### src/rtl/pfm_pkg.sv
package pfm_pkg;
  // lowest set bit of a vector of up to 32 sources
  function automatic logic [4:0] lowest_idx(input logic [31:0] v);
    lowest_idx = '0;
    for (int k = 31; k >= 0; k--) begin
      if (v[k]) lowest_idx = 5'(k);
    end
  endfunction
endpackage

### src/rtl/pfm_heartbeat.sv
module pfm_heartbeat #(
  parameter int unsigned LIMIT = 400000
) (
  input  logic clk_i,
  input  logic rst_ni,
  input  logic cycle_start_i,
  output logic fault_o
);
  localparam int unsigned CW = $clog2(LIMIT + 1);

  logic [CW-1:0] cnt_q;

  always_ff @(posedge clk_i or negedge rst_ni) begin
    if (!rst_ni)                  cnt_q <= '0;
    else if (cycle_start_i)       cnt_q <= '0;
    else if (cnt_q != CW'(LIMIT)) cnt_q <= cnt_q + 1'b1;
  end

  assign fault_o = (cnt_q == CW'(LIMIT));

  AST_HB_REARM: assert property (@(posedge clk_i) disable iff (!rst_ni)
    cycle_start_i |=> !fault_o);
  AST_HB_HOLD: assert property (@(posedge clk_i) disable iff (!rst_ni)
    fault_o && !cycle_start_i |=> fault_o);
endmodule

### src/rtl/pfm_ts_check.sv
module pfm_ts_check #(
  parameter int unsigned TS_W  = 32,
  parameter int unsigned DMIN  = 1,
  parameter int unsigned DMAX  = 1
) (
  input  logic            clk_i,
  input  logic            rst_ni,
  input  logic            valid_i,
  input  logic [TS_W-1:0] ts_i,
  output logic            fault_o
);
  logic [TS_W-1:0] prev_q;
  logic            have_q;
  logic [TS_W-1:0] delta;
  logic            bad;

  assign delta = ts_i - prev_q;
  assign bad   = (delta < TS_W'(DMIN)) || (delta > TS_W'(DMAX));

  always_ff @(posedge clk_i or negedge rst_ni) begin
    if (!rst_ni) begin
      prev_q  <= '0;
      have_q  <= 1'b0;
      fault_o <= 1'b0;
    end else if (valid_i) begin
      prev_q  <= ts_i;
      have_q  <= 1'b1;
      fault_o <= have_q && bad;
    end
  end

  AST_TS_HOLD: assert property (@(posedge clk_i) disable iff (!rst_ni)
    !valid_i |=> $stable(fault_o));
  AST_TS_FIRST: assert property (@(posedge clk_i) disable iff (!rst_ni)
    valid_i && !have_q |=> !fault_o);
endmodule

### src/rtl/pfm_trip_latch.sv
module pfm_trip_latch #(
  parameter int unsigned NSRC   = 10,
  parameter int unsigned SRC_W  = 4,
  parameter int unsigned TICK_W = 32
) (
  input  logic              clk_i,
  input  logic              rst_ni,
  input  logic [NSRC-1:0]   active_i,
  input  logic              clear_i,
  input  logic [TICK_W-1:0] tick_i,
  output logic [NSRC-1:0]   trip_o,
  output logic              first_valid_o,
  output logic [SRC_W-1:0]  first_src_o,
  output logic [TICK_W-1:0] first_time_o,
  output logic [TICK_W-1:0] last_time_o
);
  import pfm_pkg::*;

  logic [NSRC-1:0] base, new_v;
  logic            fv_base;

  // clear acts as if nothing was latched before this edge
  assign base    = clear_i ? '0 : trip_o;
  assign fv_base = clear_i ? 1'b0 : first_valid_o;
  assign new_v   = active_i & ~base;

  always_ff @(posedge clk_i or negedge rst_ni) begin
    if (!rst_ni) begin
      trip_o        <= '0;
      first_valid_o <= 1'b0;
      first_src_o   <= '0;
      first_time_o  <= '0;
      last_time_o   <= '0;
    end else begin
      trip_o <= base | active_i;
      if (|new_v) last_time_o <= tick_i;
      if (!fv_base && |new_v) begin
        first_valid_o <= 1'b1;
        first_src_o   <= SRC_W'(lowest_idx(32'(new_v)));
        first_time_o  <= tick_i;
      end else if (clear_i) begin
        first_valid_o <= 1'b0;
      end
    end
  end

  AST_TRIP_STICKY: assert property (@(posedge clk_i) disable iff (!rst_ni)
    !clear_i |=> (trip_o & $past(trip_o)) == $past(trip_o));
  AST_FIRST_HOLD: assert property (@(posedge clk_i) disable iff (!rst_ni)
    first_valid_o && !clear_i |=> $stable(first_src_o) && $stable(first_time_o));
  AST_FIRST_LATCHED: assert property (@(posedge clk_i) disable iff (!rst_ni)
    first_valid_o |-> trip_o[first_src_o]);
endmodule

### src/rtl/pfm_permit.sv
module pfm_permit (
  input  logic clk_i,
  input  logic rst_ni,
  input  logic any_i,
  input  logic cycle_start_i,
  input  logic clear_i,
  output logic auto_o,
  output logic latch_o
);
  always_ff @(posedge clk_i or negedge rst_ni) begin
    if (!rst_ni) begin
      auto_o  <= 1'b0;
      latch_o <= 1'b0;
    end else begin
      if (any_i)              auto_o <= 1'b0;
      else if (cycle_start_i) auto_o <= 1'b1;
      if (any_i)              latch_o <= 1'b0;
      else if (clear_i)       latch_o <= 1'b1;
    end
  end

  AST_AUTO_DROP: assert property (@(posedge clk_i) disable iff (!rst_ni)
    any_i |=> !auto_o);
  AST_LATCH_DROP: assert property (@(posedge clk_i) disable iff (!rst_ni)
    any_i |=> !latch_o);
  AST_AUTO_RISE: assert property (@(posedge clk_i) disable iff (!rst_ni)
    !auto_o ##1 auto_o |-> $past(cycle_start_i));
  AST_LATCH_RISE: assert property (@(posedge clk_i) disable iff (!rst_ni)
    !latch_o ##1 latch_o |-> $past(clear_i));
endmodule

### src/rtl/prot_fault_monitor.sv
module prot_fault_monitor #(
  parameter int unsigned N_IN     = 8,
  parameter int unsigned MODE_W   = 2,
  parameter logic [(N_IN<<MODE_W)-1:0] MODE_EN = 'h81F00FFF,
  parameter int unsigned TICK_W   = 32,
  parameter int unsigned TS_W     = 32,
  parameter int unsigned HB_LIMIT = 400000,
  parameter int unsigned TS_DMIN  = 1,
  parameter int unsigned TS_DMAX  = 1,
  localparam int unsigned NSRC    = N_IN + 2,
  localparam int unsigned SRC_W   = $clog2(NSRC)
) (
  input  logic              clk_i,
  input  logic              rst_ni,
  input  logic [N_IN-1:0]   fault_i,
  input  logic [MODE_W-1:0] mode_i,
  input  logic              cycle_start_i,
  input  logic              link_ts_valid_i,
  input  logic [TS_W-1:0]   link_ts_i,
  input  logic              clear_i,
  output logic [TICK_W-1:0] tick_o,
  output logic              permit_auto_o,
  output logic              permit_latch_o,
  output logic [NSRC-1:0]   trip_vec_o,
  output logic              first_valid_o,
  output logic [SRC_W-1:0]  first_src_o,
  output logic [TICK_W-1:0] first_time_o,
  output logic [TICK_W-1:0] last_time_o
);
  localparam int unsigned N_MODE = 1 << MODE_W;

  logic [N_IN-1:0] en;
  logic [NSRC-1:0] active;
  logic            hb_fault, ts_fault;

  always_ff @(posedge clk_i or negedge rst_ni) begin
    if (!rst_ni) tick_o <= '0;
    else         tick_o <= tick_o + 1'b1;
  end

  always_comb begin
    en = '0;
    for (int m = 0; m < N_MODE; m++) begin
      if (mode_i == MODE_W'(m)) en = MODE_EN[m*N_IN +: N_IN];
    end
  end

  assign active = {ts_fault, hb_fault, fault_i & en};

  pfm_heartbeat #(.LIMIT(HB_LIMIT)) u_hb (
    .clk_i, .rst_ni, .cycle_start_i, .fault_o(hb_fault)
  );

  pfm_ts_check #(.TS_W(TS_W), .DMIN(TS_DMIN), .DMAX(TS_DMAX)) u_ts (
    .clk_i, .rst_ni, .valid_i(link_ts_valid_i), .ts_i(link_ts_i), .fault_o(ts_fault)
  );

  pfm_trip_latch #(.NSRC(NSRC), .SRC_W(SRC_W), .TICK_W(TICK_W)) u_trip (
    .clk_i, .rst_ni, .active_i(active), .clear_i, .tick_i(tick_o),
    .trip_o(trip_vec_o), .first_valid_o, .first_src_o, .first_time_o, .last_time_o
  );

  pfm_permit u_permit (
    .clk_i, .rst_ni, .any_i(|active), .cycle_start_i, .clear_i,
    .auto_o(permit_auto_o), .latch_o(permit_latch_o)
  );

  AST_TICK_STEP: assert property (@(posedge clk_i) disable iff (!rst_ni)
    1'b1 |=> tick_o == $past(tick_o) + 1'b1);
  AST_MASKED_QUIET: assert property (@(posedge clk_i) disable iff (!rst_ni)
    (fault_i & ~en) != '0 && (fault_i & en) == '0 && !hb_fault && !ts_fault && !clear_i
    |=> $stable(trip_vec_o));
endmodule

### config.mk
export PLATFORM = sky130hd
export DESIGN_NAME = prot_fault_monitor
export DESIGN_NICKNAME = d
export VERILOG_FILES = /design/src/rtl/pfm_pkg.sv /design/src/rtl/pfm_heartbeat.sv /design/src/rtl/pfm_ts_check.sv /design/src/rtl/pfm_trip_latch.sv /design/src/rtl/pfm_permit.sv /design/src/rtl/prot_fault_monitor.sv
export SDC_FILE = /design/constraint.sdc
export NUM_CORES = 1
export LEC_CHECK = 0
export ABC_AREA = 1
export BUFFER_PORTS_ARGS = -buffer_cell sky130_fd_sc_hd__buf_2
export CAP_MARGIN = 20
export CELL_PAD_IN_SITES_DETAIL_PLACEMENT = 0
export CELL_PAD_IN_SITES_GLOBAL_PLACEMENT = 1
export CORE_ASPECT_RATIO = 1.2
export CORE_MARGIN = 1
export CORE_UTILIZATION = 41
export DETAILED_ROUTE_END_ITERATION = 8
export PLACE_DENSITY_LB_ADDON = 0.1
export REMOVE_ABC_BUFFERS = 1
export SLEW_MARGIN = 20
export SYNTH_ARGS = -nofsm -noshare
export SYNTH_HDL_FRONTEND = slang
export SYNTH_SLANG_ARGS = --single-unit
export TNS_END_PERCENT = 5
### constraint.sdc
create_clock -name clk_i -period 3 [get_ports clk_i]
set_input_delay 0.6 -clock clk_i [delete_from_list [all_inputs] [get_ports clk_i]]
set_output_delay 0.6 -clock clk_i [all_outputs]
set_load 0.02 [all_outputs]
* After elaboration in Yosys (flattened, before gate mapping)
Cells that the tools add are included. Widths: inputs -> output; s select.
Word-level totals: register bits 166, logic and storage cells 59, input port bits 47, output and inout bits 113
Operators by class: magnitude comparators 2, muxes and demuxes 23, reduce and logical (&&, ||, !) cells 10, eq/ne operators 5, add/sub/neg operators 3, bitwise operators 4
Operators with widths (count):
- $mux 4 | 10
- $mux 19 | 2
- $add 32x1->32 const B | 1
- $gt 32x1->1 const B | 1
- $lt 32x1->1 const B | 1
- $mux 8 | 4
- $sub 32x32->32 | 1
- $reduce_or 10->1 | 2
- $add 19x1->19 const B | 1
- $eq 19x19->1 const B | 1
- $ne 19x19->1 const B | 1
- $and 10x10->10 | 1
- $mux 10 | 1
- $not 10->10 | 1
- $or 10x10->10 | 1
- $and 8x8->8 | 1
- $mux 1 | 6
- $reduce_bool 2->1 | 3
- $eq 2x2->1 const B | 2
- $eq 2x1->1 const B | 1
- $logic_and 1x1->1 | 2
- $logic_not 2->1 | 1
- $logic_not 1->1 | 1
- $logic_or 1x1->1 | 1

* Longest topological paths before layout
Gate-level depths: netlist of the first run.
depth in word-level cells 17, gate-level depth with buffers 20, gate-level depth less buffers 20

* By module
Synthesis of the first run repeated with hierarchy kept, for this count alone.
Second synthesis, totals: cell total of the unflattened synthesis 1411, area, all modules 10189.8 µm²
By module, submodules not included:
- pfm_ts_check | area an instance 3895.0 µm², cells each 690, instances 1, seq. area each 850.8 µm²
- pfm_trip_latch | area an instance 3150.5 µm², cells each 294, instances 1, seq. area each 1976.9 µm²
- prot_fault_monitor | area an instance 1871.8 µm², cells each 251, instances 1, seq. area each 800.8 µm²
- pfm_heartbeat | area an instance 1207.4 µm², cells each 170, instances 1, seq. area each 475.5 µm²
- pfm_permit | area an instance 65.1 µm², cells each 6, instances 1, seq. area each 50.0 µm²

* Least setup slack after synthesis of the first run
Ideal clock, no wire load.
path kind input-to-reg, start point input port link_ts_i[0], end point register u_ts.fault_o, library setup time 0.118 ns, required time 2.882 ns, stages on the path 18, arrival time 2.293 ns, path buffers 0, setup slack 0.589 ns, cell sequence inv_1 > ha_1 > inv_1 > fa_1 > nand3_1 > nand3_1 > nand3_1 > nand3_1 > nand2_1 > nand2_1 > nand2_1 > nand2_1 > nor2_1 > nand2_1 > nor2_1 > nand3_1 > nand3_1 > nand2_1
Between the ends: word-level cells in the longest chain between the ends 4
Ends and longest elaborated chain:
- start: declaration | line prot_fault_monitor.sv:19 | input logic [TS_W-1:0] link_ts_i,
- $sub 32x32->32 (*) | line pfm_ts_check.sv:17 | assign delta = ts_i - prev_q;
- $lt 32x1->1 / $gt 32x1->1 (equally long branches) | line pfm_ts_check.sv:18 | assign bad = (delta < TS_W'(DMIN)) || (delta > TS_W'(DMAX));
- $logic_or 1x1->1 (*) | line pfm_ts_check.sv:18
- $logic_and 1x1->1 (*) | line pfm_ts_check.sv:28 | fault_o <= have_q && bad;
- end signal: assignment | line pfm_ts_check.sv:28
- end: declaration | line pfm_ts_check.sv:10 | output logic fault_o
Mark *: on every way between the ends. The rest lies on a longest branch, timed or not. A chain may end at the register's enable or synchronous reset.

* Final worst setup path of the first run
start point register u_ts.prev_q[18], end point register u_ts.fault_o
Between the ends: word-level cells in the longest chain between the ends 4
Ends and longest elaborated chain:
- start: declaration | line pfm_ts_check.sv:12 | logic [TS_W-1:0] prev_q;
- start signal: assignment | line pfm_ts_check.sv:26 | prev_q <= ts_i;
- $sub 32x32->32 (*) | line pfm_ts_check.sv:17
- $lt 32x1->1 / $gt 32x1->1 (equally long branches) | line pfm_ts_check.sv:18
- $logic_or 1x1->1 (*) | line pfm_ts_check.sv:18
- $logic_and 1x1->1 (*) | line pfm_ts_check.sv:28
Marked as above.

==> results of run 1 <==
-- per-stage QoR --
stage | worst slack (ps) | power, uW | hold WS, ps | utilization
floorplan | 591.4 | 3137 | 304.4 | -
global placement | 143.7 | 3545 | 452.1 | 0.4694
global route | 210.6 | 6047 | 203.6 | 0.4951
finish | 537.0 | 5702 | 163.5 | 0.4951
CTS | 545.5 | 5787 | 176.9 | 0.4951
detailed placement | 150.9 | 3547 | 459.0 | 0.4694
-- kinds of logic after synthesis --
kind of cell	synth area share
and+or+nand+nor	0.2913
DFF	0.4289
AOI/OAI and AO/OA	0.09585
adders and majority gates	0.04599
buffers and inverters	0.1063
xor gates and xnor gates	0.03165
-- routing by layer --
metal | vias up | share of wire
met4 | 0 | 0.023
met5 | - | 0
met1 | 3838 | 0.44
met3 | 29 | 0.028
met2 | 141 | 0.51
li1 | 4445 | -
-- power breakdown --
part | internal (uW) | switching [uW]
Combinational | 376 | 767
Clock | 1280 | 926
Sequential | 2320 | 34.0
-- flip-flops by register name (all words and copies together) (netlist names) --
name / count
u_permit.auto_o: 1
u_trip.trip_o: 10
u_ts.fault_o: 1
u_hb.cnt_q: 19
u_trip.first_src_o: 4
u_ts.have_q: 1
u_trip.last_time_o: 32
u_ts.prev_q: 32
tick_o: 32
u_permit.latch_o: 1
u_trip.first_time_o: 32
u_trip.first_valid_o: 1
-- worst max-delay path by stage --
| stage | start | end | slack (ps) | depth (start not counted) |
|---|---|---|---|---|
| floorplan | link_ts_i[0] | u_ts.fault_o | 590 | 18 |
| global placement | link_ts_i[0] | u_ts.fault_o | 140 | 19 |
| detailed placement | link_ts_i[0] | u_ts.fault_o | 150 | 19 |
| CTS | u_ts.prev_q[0] | u_ts.fault_o | 550 | 17 |
| global route | u_ts.prev_q[22] | u_ts.fault_o | 210 | 16 |
| finish | u_ts.prev_q[18] | u_ts.fault_o | 540 | 14 |
-- layout make-up --
type / count / area, um2
fill: 2495 / 11710
multi-input combinational: 891 / 4502
sequential: 166 / 4154
timing repair buffer: 171 / 942.2
inverter: 238 / 898.4
clock buffer: 20 / 456.7
tap: 315 / 394.1
clock inverter: 12 / 141.4
-- cell usage after synthesis, types with 9 or more instances --
library cell	instances	area, um2
o21ai_0	99	495.5
xor2_1	32	280.3
a21oi_1	30	150.1
nor3_1	20	100.1
dfrtp_1	166	4154
nand2_1	429	1610
nand3_1	49	245.2
o21ai_2	11	96.34
and2_1	9	56.30
inv_1	234	878.3
nor2_1	91	341.6
clkbuf_1	13	48.80
nand4_1	19	118.9
ha_1	34	425.4
-- worst register-to-register path, stage by stage, from the launching register on --
cell and delay [ps]:
dfrtp_1 320, inv_1 50, ha_1 380, nand2_1 150
nor2_1 240, and2_1 220, nand4_1 230, nand4_1 180
nand2_1 70, nor2_1 140, nand2_1 70, nor2_1 90
nand3_1 90, nand3_1 70, nand2_1 50
==> results.md, run 1 <==
* Number of enable flip-flop cells after synthesis at 0
* Drt pass-1 iters at 5
* Cell family with most CP delay: simple AND/OR/NAND/NOR gates
* Die extent in y at 170.4 um
* Slowest stage cell, crit path: ha_1
* Buf/Inv on CP at 1
* Synth Register Bits at 166
* Global placement routability congestion at 0.9398
* Worst path cell trace: inv_1, ha_1, nand2_1, nor2_1, and2_1, nand4_1, nand4_1, nand2_1, nor2_1, nand2_1, nor2_1, nand3_1, nand3_1, nand2_1
* DR vias/cell at 4.662
* Worst-path fanout max at 5
* Yosys cell types at 48
* Clock Pin Slew Worst Setup and Hold Paths at 60 ps
* Initial DRC Count at 351
* Vias in the first global route at 8280
* Pleak at 0.006374 uW
* FMAX at 0.4060 GHz
* TritonCTS clock tree: done
* Top cell by count, worst path: nand2_1
* HPWL Detailed at 20020 um
* Yosys warnings at 0
* WL final at 25020 um
* Number of nets in the layout at 1567
* Crit path time final at 2463 ps
* RSZ-0062 raised after global routing: false
* PwrDens at 496.3 nW/um2
* GR Util met3 at 0.03855
* CTS root buffer: clkbuf_16
* Clk Latency, worst-skew pair at 430 ps
* Placed cell area at 10890 um2
* Final instance area at 11490 um2
* Final setup vio count at 0
* Slew Limit Fails at 0
* CTS Buffer Depth at 2
* Initial antenna violation count at 0
* Worst EP required at 3320 ps
* Largest net degree at the start of global routing at 68
* ANT cells at 0
* CTS Sinks at 166
* Mapped Cells at 1319
* H-Tree Depth at 4
* Setup bufs post-CTS at 0
* Tcrit/Tclk final at 0.8210
* Syn_area_per_cell at 7.343 um2
* Synth Flop Type: dfrtp_1
* Area of the core at 23200 um2
* Status: finished clean
* Sequential share of the synthesized area at 0.4289
* Hold_buf cts at 0
* Rows at 61
* Most frequent cells in the layout: nand2_1, inv_1, dfrtp_1, buf_2, o21ai_0
* Startpoint Class: flop
* Worst VDD drop at 368.2 uV
* Initial Utilization at 0.4174
* Placed Cells at 1781
* Critical R2R Capture: u_ts.fault_o
* # DRC at 0
* Mapped Area at 9686 um2
* R2R cell count at 14
* Commonest non-fill, non-tap cell in the layout: nand2_1
* Die W at 142.3 um
* Met2 Usage GRT at 0.3983
* Num ports at 160
* Critical path's largest stage delay at 380 ps
* Syn-to-layout area delta at 18.61%
* Routed len/inst at 13.80 um
* CP Capture Type: flop
* CTS resizes at 0
* Setup TNS at 0 ps
* Max-Cap Viols at 0
* R2R Path Start: u_ts.prev_q[18]
* Post-synthesis async set-or-reset flop share at 1.000
* DRT antenna net count at 0
* Final Hold Viols at 0
* Vias post-DR at 8453
* WS Path Type: flop to flop
* Met1 Resource Use GR at 0.2587
* Max Clock Skew at 9.681 ps
* Tot GR Track Use at 0.2195
* First-pass GRT wire length at 41390 um
* Port buffer count at 159
* Register-to-register setup slack at 540 ps
* Min-delay worst type: primary input to asynchronous set/reset pin
* Finished Layout Cells at 1813
* Share of layout cells above drive strength 1 at 0.1636
* CTS buffer count at 17
* Grt peak-use layer: met2
* Slew HR at 0.5798
* Critical Path AT at 2780 ps
* GRT overflow at 0
* Die area at 24240 um2
* Tightest Pin Transition at 624.5 ps
Power figures use the tool's default switching activity.
==> inputs of run 2 (changes only) <==
clock period = 2.3 ns   (was 3 ns; I/O delays follow)
==> run 2 against run 1 <==
  * First-iteration DRC count fell by 16%
  * Die area unchanged
  * Utilization up 5.2 points
  * Setup slack worse by 490 ps
  * Maximum frequency increased by 9.1%
  * Sequential share of layout area shrank 3.4 points
  * Register-to-register slack got worse by 490 ps
  * Clock skew increased by 2.4 ps
  * Wire length increased by 4.0%
  * Via count up 6.6%
  * Flip-flop and latch count did not move
  * Critical endpoint unchanged
==> results.md, run 2 (synthesis gave the netlist of run 1 again) <==
* DR vias/cell at 4.714
* Net Sw Frac at 0.3102
* Most frequent cells in the layout: nand2_1, inv_1, dfrtp_1, buf_2, buf_4
* Commonest non-fill, non-tap cell in the layout: nand2_1
* Vias post-DR at 9009
* Final setup vio count at 0
* Tot GR Track Use at 0.2216
* HPWL Detailed at 20400 um
* Die area at 24240 um2
* CTS Sinks at 166
* Tcrit/Tclk final at 0.9814
* Util after Layout at 0.5471
* Global placement routability congestion at 0.8592
* GRT overflow at 0
* Max Clock Skew at 12.06 ps
* Final Hold Viols at 0
* Area of the core at 23200 um2
* Rows at 61
* CTS buffer count at 17
* Worst path cell trace: ha_1, inv_1, fa_2, buf_4, nand2_1, nand3_2, buf_4, xor2_1, nor2_1, nand3_1, nor2_1, nand3_1, nand3_1, nand2_1
* Number of nets in the layout at 1665
* Clock share of power at 0.360
* Status: finished clean
* Final hold slack at 248.0 ps
* H-Tree Depth at 4
* Worst VDD drop at 509.6 uV
* Initial antenna violation count at 0
* Sw power at 2408 uW
* PwrDens at 611.7 nW/um2
* Min-delay worst type: primary input to flop
* Clock Pin Slew Worst Setup and Hold Paths at 70 ps
* Clk Latency, worst-skew pair at 430 ps
* Tightest Pin Transition at 574.4 ps
* CTS Buffer Depth at 2
* Syn-to-layout area delta at 31.07%
* Buf/Inv on CP at 3
* Pwr Total at 7765 uW
* First-pass GRT wire length at 41870 um
* Cell family with most CP delay: simple AND/OR/NAND/NOR gates
* Final worst slack at 42.73 ps
* Die extent in y at 170.4 um
* CP Capture Type: flop
* ANT cells at 0
* Crit path time final at 2257 ps
* # DRC at 0
* Largest net degree at the start of global routing at 64
* Critical Path AT at 2570 ps
* Drt pass-1 iters at 5
* DRT antenna net count at 0
* Startpoint Class: flop
* Seq pwr share at 0.395
* Power Internal at 5357 uW
* Setup TNS at 0 ps
* Pleak at 0.006888 uW
* FMAX at 0.4430 GHz
* Slowest stage cell, crit path: dfrtp_1
* Max-Cap Viols at 0
* Slew HR at 0.6136
* Vias in the first global route at 8602
* RSZ-0062 raised after global routing: true
* WS Path Type: flop to flop
* CTS root buffer: clkbuf_16
* Routed len/inst at 13.62 um
* Top cell by count, worst path: nand3_1
* Logic pwr share at 0.245
* WL final at 26020 um
* Share of layout cells above drive strength 1 at 0.2663
* Worst-path fanout max at 3
* Initial DRC Count at 296
* TritonCTS clock tree: done
* DP Worst Slack at -319.3 ps
* Die W at 142.3 um
* Num ports at 160
* Initial Utilization at 0.4174
* Critical path's largest stage delay at 350 ps
* Port buffer count at 159
* Slew Limit Fails at 0
* Worst EP required at 2620 ps
run 2: changes by cell type in the layout (fill, tap and decap cells not counted), sizes merged:
| cell | before | now |
|---|---|---|
| buf | 171 | 268 |
| bufinv | 2 | 1 |
| clkinv | 6 | 3 |
| clkinvlp | 1 | 4 |
| dlygate4sd3 | 0 | 1 |
| inv | 241 | 242 |
run 2: worst min-delay path: cells and delay by family:
family | cells | cell delay (ps)
buf+inv | 1 | 90
compound gates | 1 | 60
simple gates | 1 | 40
run 2: timing repair:
action,CTS,global route
gates cloned,0,0
endpoints found under the setup margin,1,13
hold buffers,1,0
gates resized for setup,6,96
buffers inserted,0,15
pin swaps,0,19
hold endpoints to repair,10,0
run 2: per-layer routing:
| layer | global-route usage | part of all wire | vias up |
|---|---|---|---|
| met2 | 0.4054 | 0.52 | 146 |
| met1 | 0.2617 | 0.43 | 4187 |
| met3 | 0.03602 | 0.029 | 23 |
| li1 | - | - | 4653 |
| met4 | 0.07106 | 0.016 | 0 |
| met5 | 0 | 0 | - |
run 2: final timing paths:
kind                                           endpoint  depth (start not counted)  slack, ps                    start
worst max-delay path                       u_ts.fault_o                         14         40           u_ts.prev_q[0]
worst min-delay path                    u_ts.prev_q[26]                          3        250            link_ts_i[26]
worst max register to register             u_ts.fault_o                         14         40           u_ts.prev_q[0]
worst min register to register  u_trip.first_time_o[25]                          2        470  u_trip.first_time_o[25]
max in group asynchronous         u_trip.last_time_o[0]                          3       1110                   rst_ni
min in group asynchronous         u_trip.first_src_o[0]                          2        560                   rst_ni
run 2: layout make-up:
class / count / area (um2)
clock buffer: 20 / 456.7
clock inverter: 12 / 116.4
fill: 2387 / 10510
inverter: 238 / 898.4
multi-input combinational: 891 / 4982
sequential: 166 / 4154
tap: 315 / 394.1
timing repair buffer: 269 / 1693
run 2: through the flow:
| stage | instances | area [um2] |
|---|---|---|
| floorplan | 1295 | 9554 |
| global placement | 1863 | 11520 |
| CTS | 1896 | 12130 |
| finish | 1911 | 12690 |
| global route | 1911 | 12690 |
| detailed placement | 1863 | 11520 |
run 2: power by group through the flow:
| stage | clock [uW] | combinational, uW | sequential, uW |
|---|---|---|---|
| 2_1_floorplan | 0 | 918 | 3170 |
| 3_3_place_gp | 0 | 1720 | 3120 |
| 3_5_place_dp | 0 | 1730 | 3120 |
| 4_1_cts | 2880 | 1750 | 3070 |
| 5_1_grt | 3000 | 2150 | 3080 |
| 6_report | 2800 | 1900 | 3070 |
==> inputs of run 3 (changes only) <==
CORE_UTILIZATION = 37   (was 41)
clock period = 1.9 ns   (was 2.3 ns; I/O delays follow)
==> run 3 against run 2 <==
  * The flow now finishes with violations (negative setup slack)
  * Clock power increased by 27%
  * Final area increased by 7.8%
  * Utilization decreased by 1.3 points
  * Die area increased by 11%
  * Flip-flop and latch count unchanged
  * Sequential power increased by 21%
  * Clock-buffer cell count decreased by 2
  * Critical path depth unchanged
  * Setup slack got worse by 380 ps
  * Combinational power increased by 34%
  * Sequential share of layout area decreased by 2.4 points
  * Global-route usage decreased by 0.91 points
==> results.md, run 3 (synthesis gave the netlist of run 1 again) <==
* Status: finished with violations
* Failing checks: negative setup slack
* FMAX at 0.4471 GHz
* Worst path cell trace: ha_2, inv_2, fa_2, buf_6, nand2_4, nand3_4, buf_4, xor2_1, nor2_1, nand3_1, nor2_2, nand3_1, nand3_1, nand2_1
* Critical Path AT at 2560 ps
* Final Hold Viols at 0
* H-Tree Depth at 4
* Pwr Total at 9822 uW
* WL final at 27440 um
* GRT overflow at 0
* Placed cell area at 12140 um2
* CTS root buffer: clkbuf_16
* Pleak at 0.007400 uW
* Vias in the first global route at 9106
* Drt pass-1 iters at 5
* Final setup vio count at 37
* Die area at 26830 um2
* Share of layout cells above drive strength 1 at 0.3387
* Critical path's largest stage delay at 400 ps
* Top cell by count, worst path: nand3_1
* Routed len/inst at 13.71 um
* CTS buffer count at 17
* DR vias/cell at 4.595
* Tightest Pin Transition at 465.4 ps
* Min-delay worst type: primary input to flop
* Final worst slack at -336.7 ps
* Slew HR at 0.6898
* WL met2 at 14390 um
* Most frequent cells in the layout: nand2_1, inv_1, buf_4, dfrtp_1, buf_2
* Max Clock Skew at 9.574 ps
* FF/Latch Area at 4154 um2
* DRT antenna net count at 0
* # DRC at 0
* Worst-path fanout max at 3
* DP Worst Slack at -647.4 ps
* ANT cells at 0
* Slew Limit Fails at 0
* Initial DRC Count at 322
* Crit path time final at 2237 ps
* Area of the core at 25620 um2
* Vias post-DR at 9194
* Global placement routability congestion at 0.8414
* Port buffer count at 159
* HPWL Detailed at 21670 um
* CTS Buffer Depth at 2
* Tot GR Track Use at 0.2125
* Worst VDD drop at 556.2 uV
* Syn-to-layout area delta at 41.35%
* PwrDens at 717.4 nW/um2
* First-pass GRT wire length at 44320 um
* RSZ-0062 raised after global routing: true
* Clock Pin Slew Worst Setup and Hold Paths at 70 ps
* Die W at 149.7 um
* Max-Cap Viols at 0
* Util after Layout at 0.5343
* Multi-input logic area at 5301 um2
* Number of nets in the layout at 1740
* Num ports at 160
* Startpoint Class: flop
* Top Layer Used: met4
* Worst EP required at 2220 ps
* CP Capture Type: flop
* Rows at 64
* Initial Utilization at 0.3780
* Clk Latency, worst-skew pair at 430 ps
* Initial antenna violation count at 0
* Largest net degree at the start of global routing at 64
* Tcrit/Tclk final at 1.177
* TritonCTS clock tree: done
* Commonest non-fill, non-tap cell in the layout: nand2_1
* DRT met1 WL at 11680 um
* Slowest stage cell, crit path: fa_2
* CTS Sinks at 166
* Met3 wire length at 744 um
* WS Path Type: flop to flop
* Die extent in y at 179.2 um
* Final instance area at 13690 um2
* Fillers at 2579
[run 3: cell types whose count changed in the layout (fill, tap and decap cells not counted), moves of 8 or more]
cell / previous run / this run
inv_1: 227 / 214
buf_4: 104 / 171
nor2_1: 82 / 67
inv_2: 9 / 22
ha_4: 17 / 25
nand2_1: 403 / 385
nand2_2: 30 / 44
nor2_2: 5 / 18
[run 3: layout make-up]
| class | instances | area share |
|---|---|---|
| clock buffers | 18 | 0.03208 |
| clock inverters | 14 | 0.01206 |
| inverters | 238 | 0.06562 |
| multi-input cells | 891 | 0.3872 |
| flip-flops and latches | 166 | 0.3034 |
| well taps | 330 | 0.03016 |
| repair buffers | 344 | 0.1694 |
[run 3: through the flow]
| step | hold WS (ps) | instances | TNS, ps |
|---|---|---|---|
| 3_5_place_dp | 347.7 | 1953 | -12450 |
| 6_report | 172.1 | 2001 | -1822 |
| 5_1_grt | 167.8 | 2001 | -13900 |
| 4_1_cts | 155.7 | 1990 | -4439 |
| 3_3_place_gp | 355.6 | 1953 | -10900 |
| 2_1_floorplan | 84.41 | 1295 | -12260 |
[run 3: report_power, final]
| part | switching, uW | internal (uW) | total (uW) |
|---|---|---|---|
| Sequential | 59.3 | 3660 | 3720 |
| Combinational | 1460 | 1080 | 2540 |
| Clock | 1550 | 2010 | 3570 |
[run 3: worst max-delay path, delay by kind of cell (launching register included)]
family        cells  cell delay, ps
simple gates      8             710
xor+xnor          1             130
buf+inv           3             340
flops             1             350
fa+ha+maj         2             580
[run 3: final timing paths]
| check | startpoint | endpoint | slack (ps) | cells after the start |
|---|---|---|---|---|
| setup / recovery | u_ts.prev_q[0] | u_ts.fault_o | -340 | 14 |
| setup reg to reg | u_ts.prev_q[0] | u_ts.fault_o | -340 | 14 |
| max in group asynchronous | rst_ni | u_trip.last_time_o[5] | 800 | 3 |
| hold / removal | link_ts_i[27] | u_ts.prev_q[27] | 170 | 3 |
| min in group asynchronous | rst_ni | u_trip.trip_o[0] | 450 | 2 |
| hold reg to reg | u_trip.first_time_o[30] | u_trip.first_time_o[30] | 470 | 2 |
[run 3: repair_timing]
item,CTS,global route
endpoints found under the hold margin,38,0
endpoints found under the setup margin,48,86
hold buffers,1,0
pin swaps,16,35
buffers inserted,4,11
resized for setup,78,109
[run 3: layer usage]
| metal | GRT usage | up-vias |
|---|---|---|
| li1 | - | 4797 |
| met1 | 0.2451 | 4207 |
| met2 | 0.3995 | 151 |
| met3 | 0.02901 | 39 |
| met4 | 0.06902 | 0 |
| met5 | 0 | - |
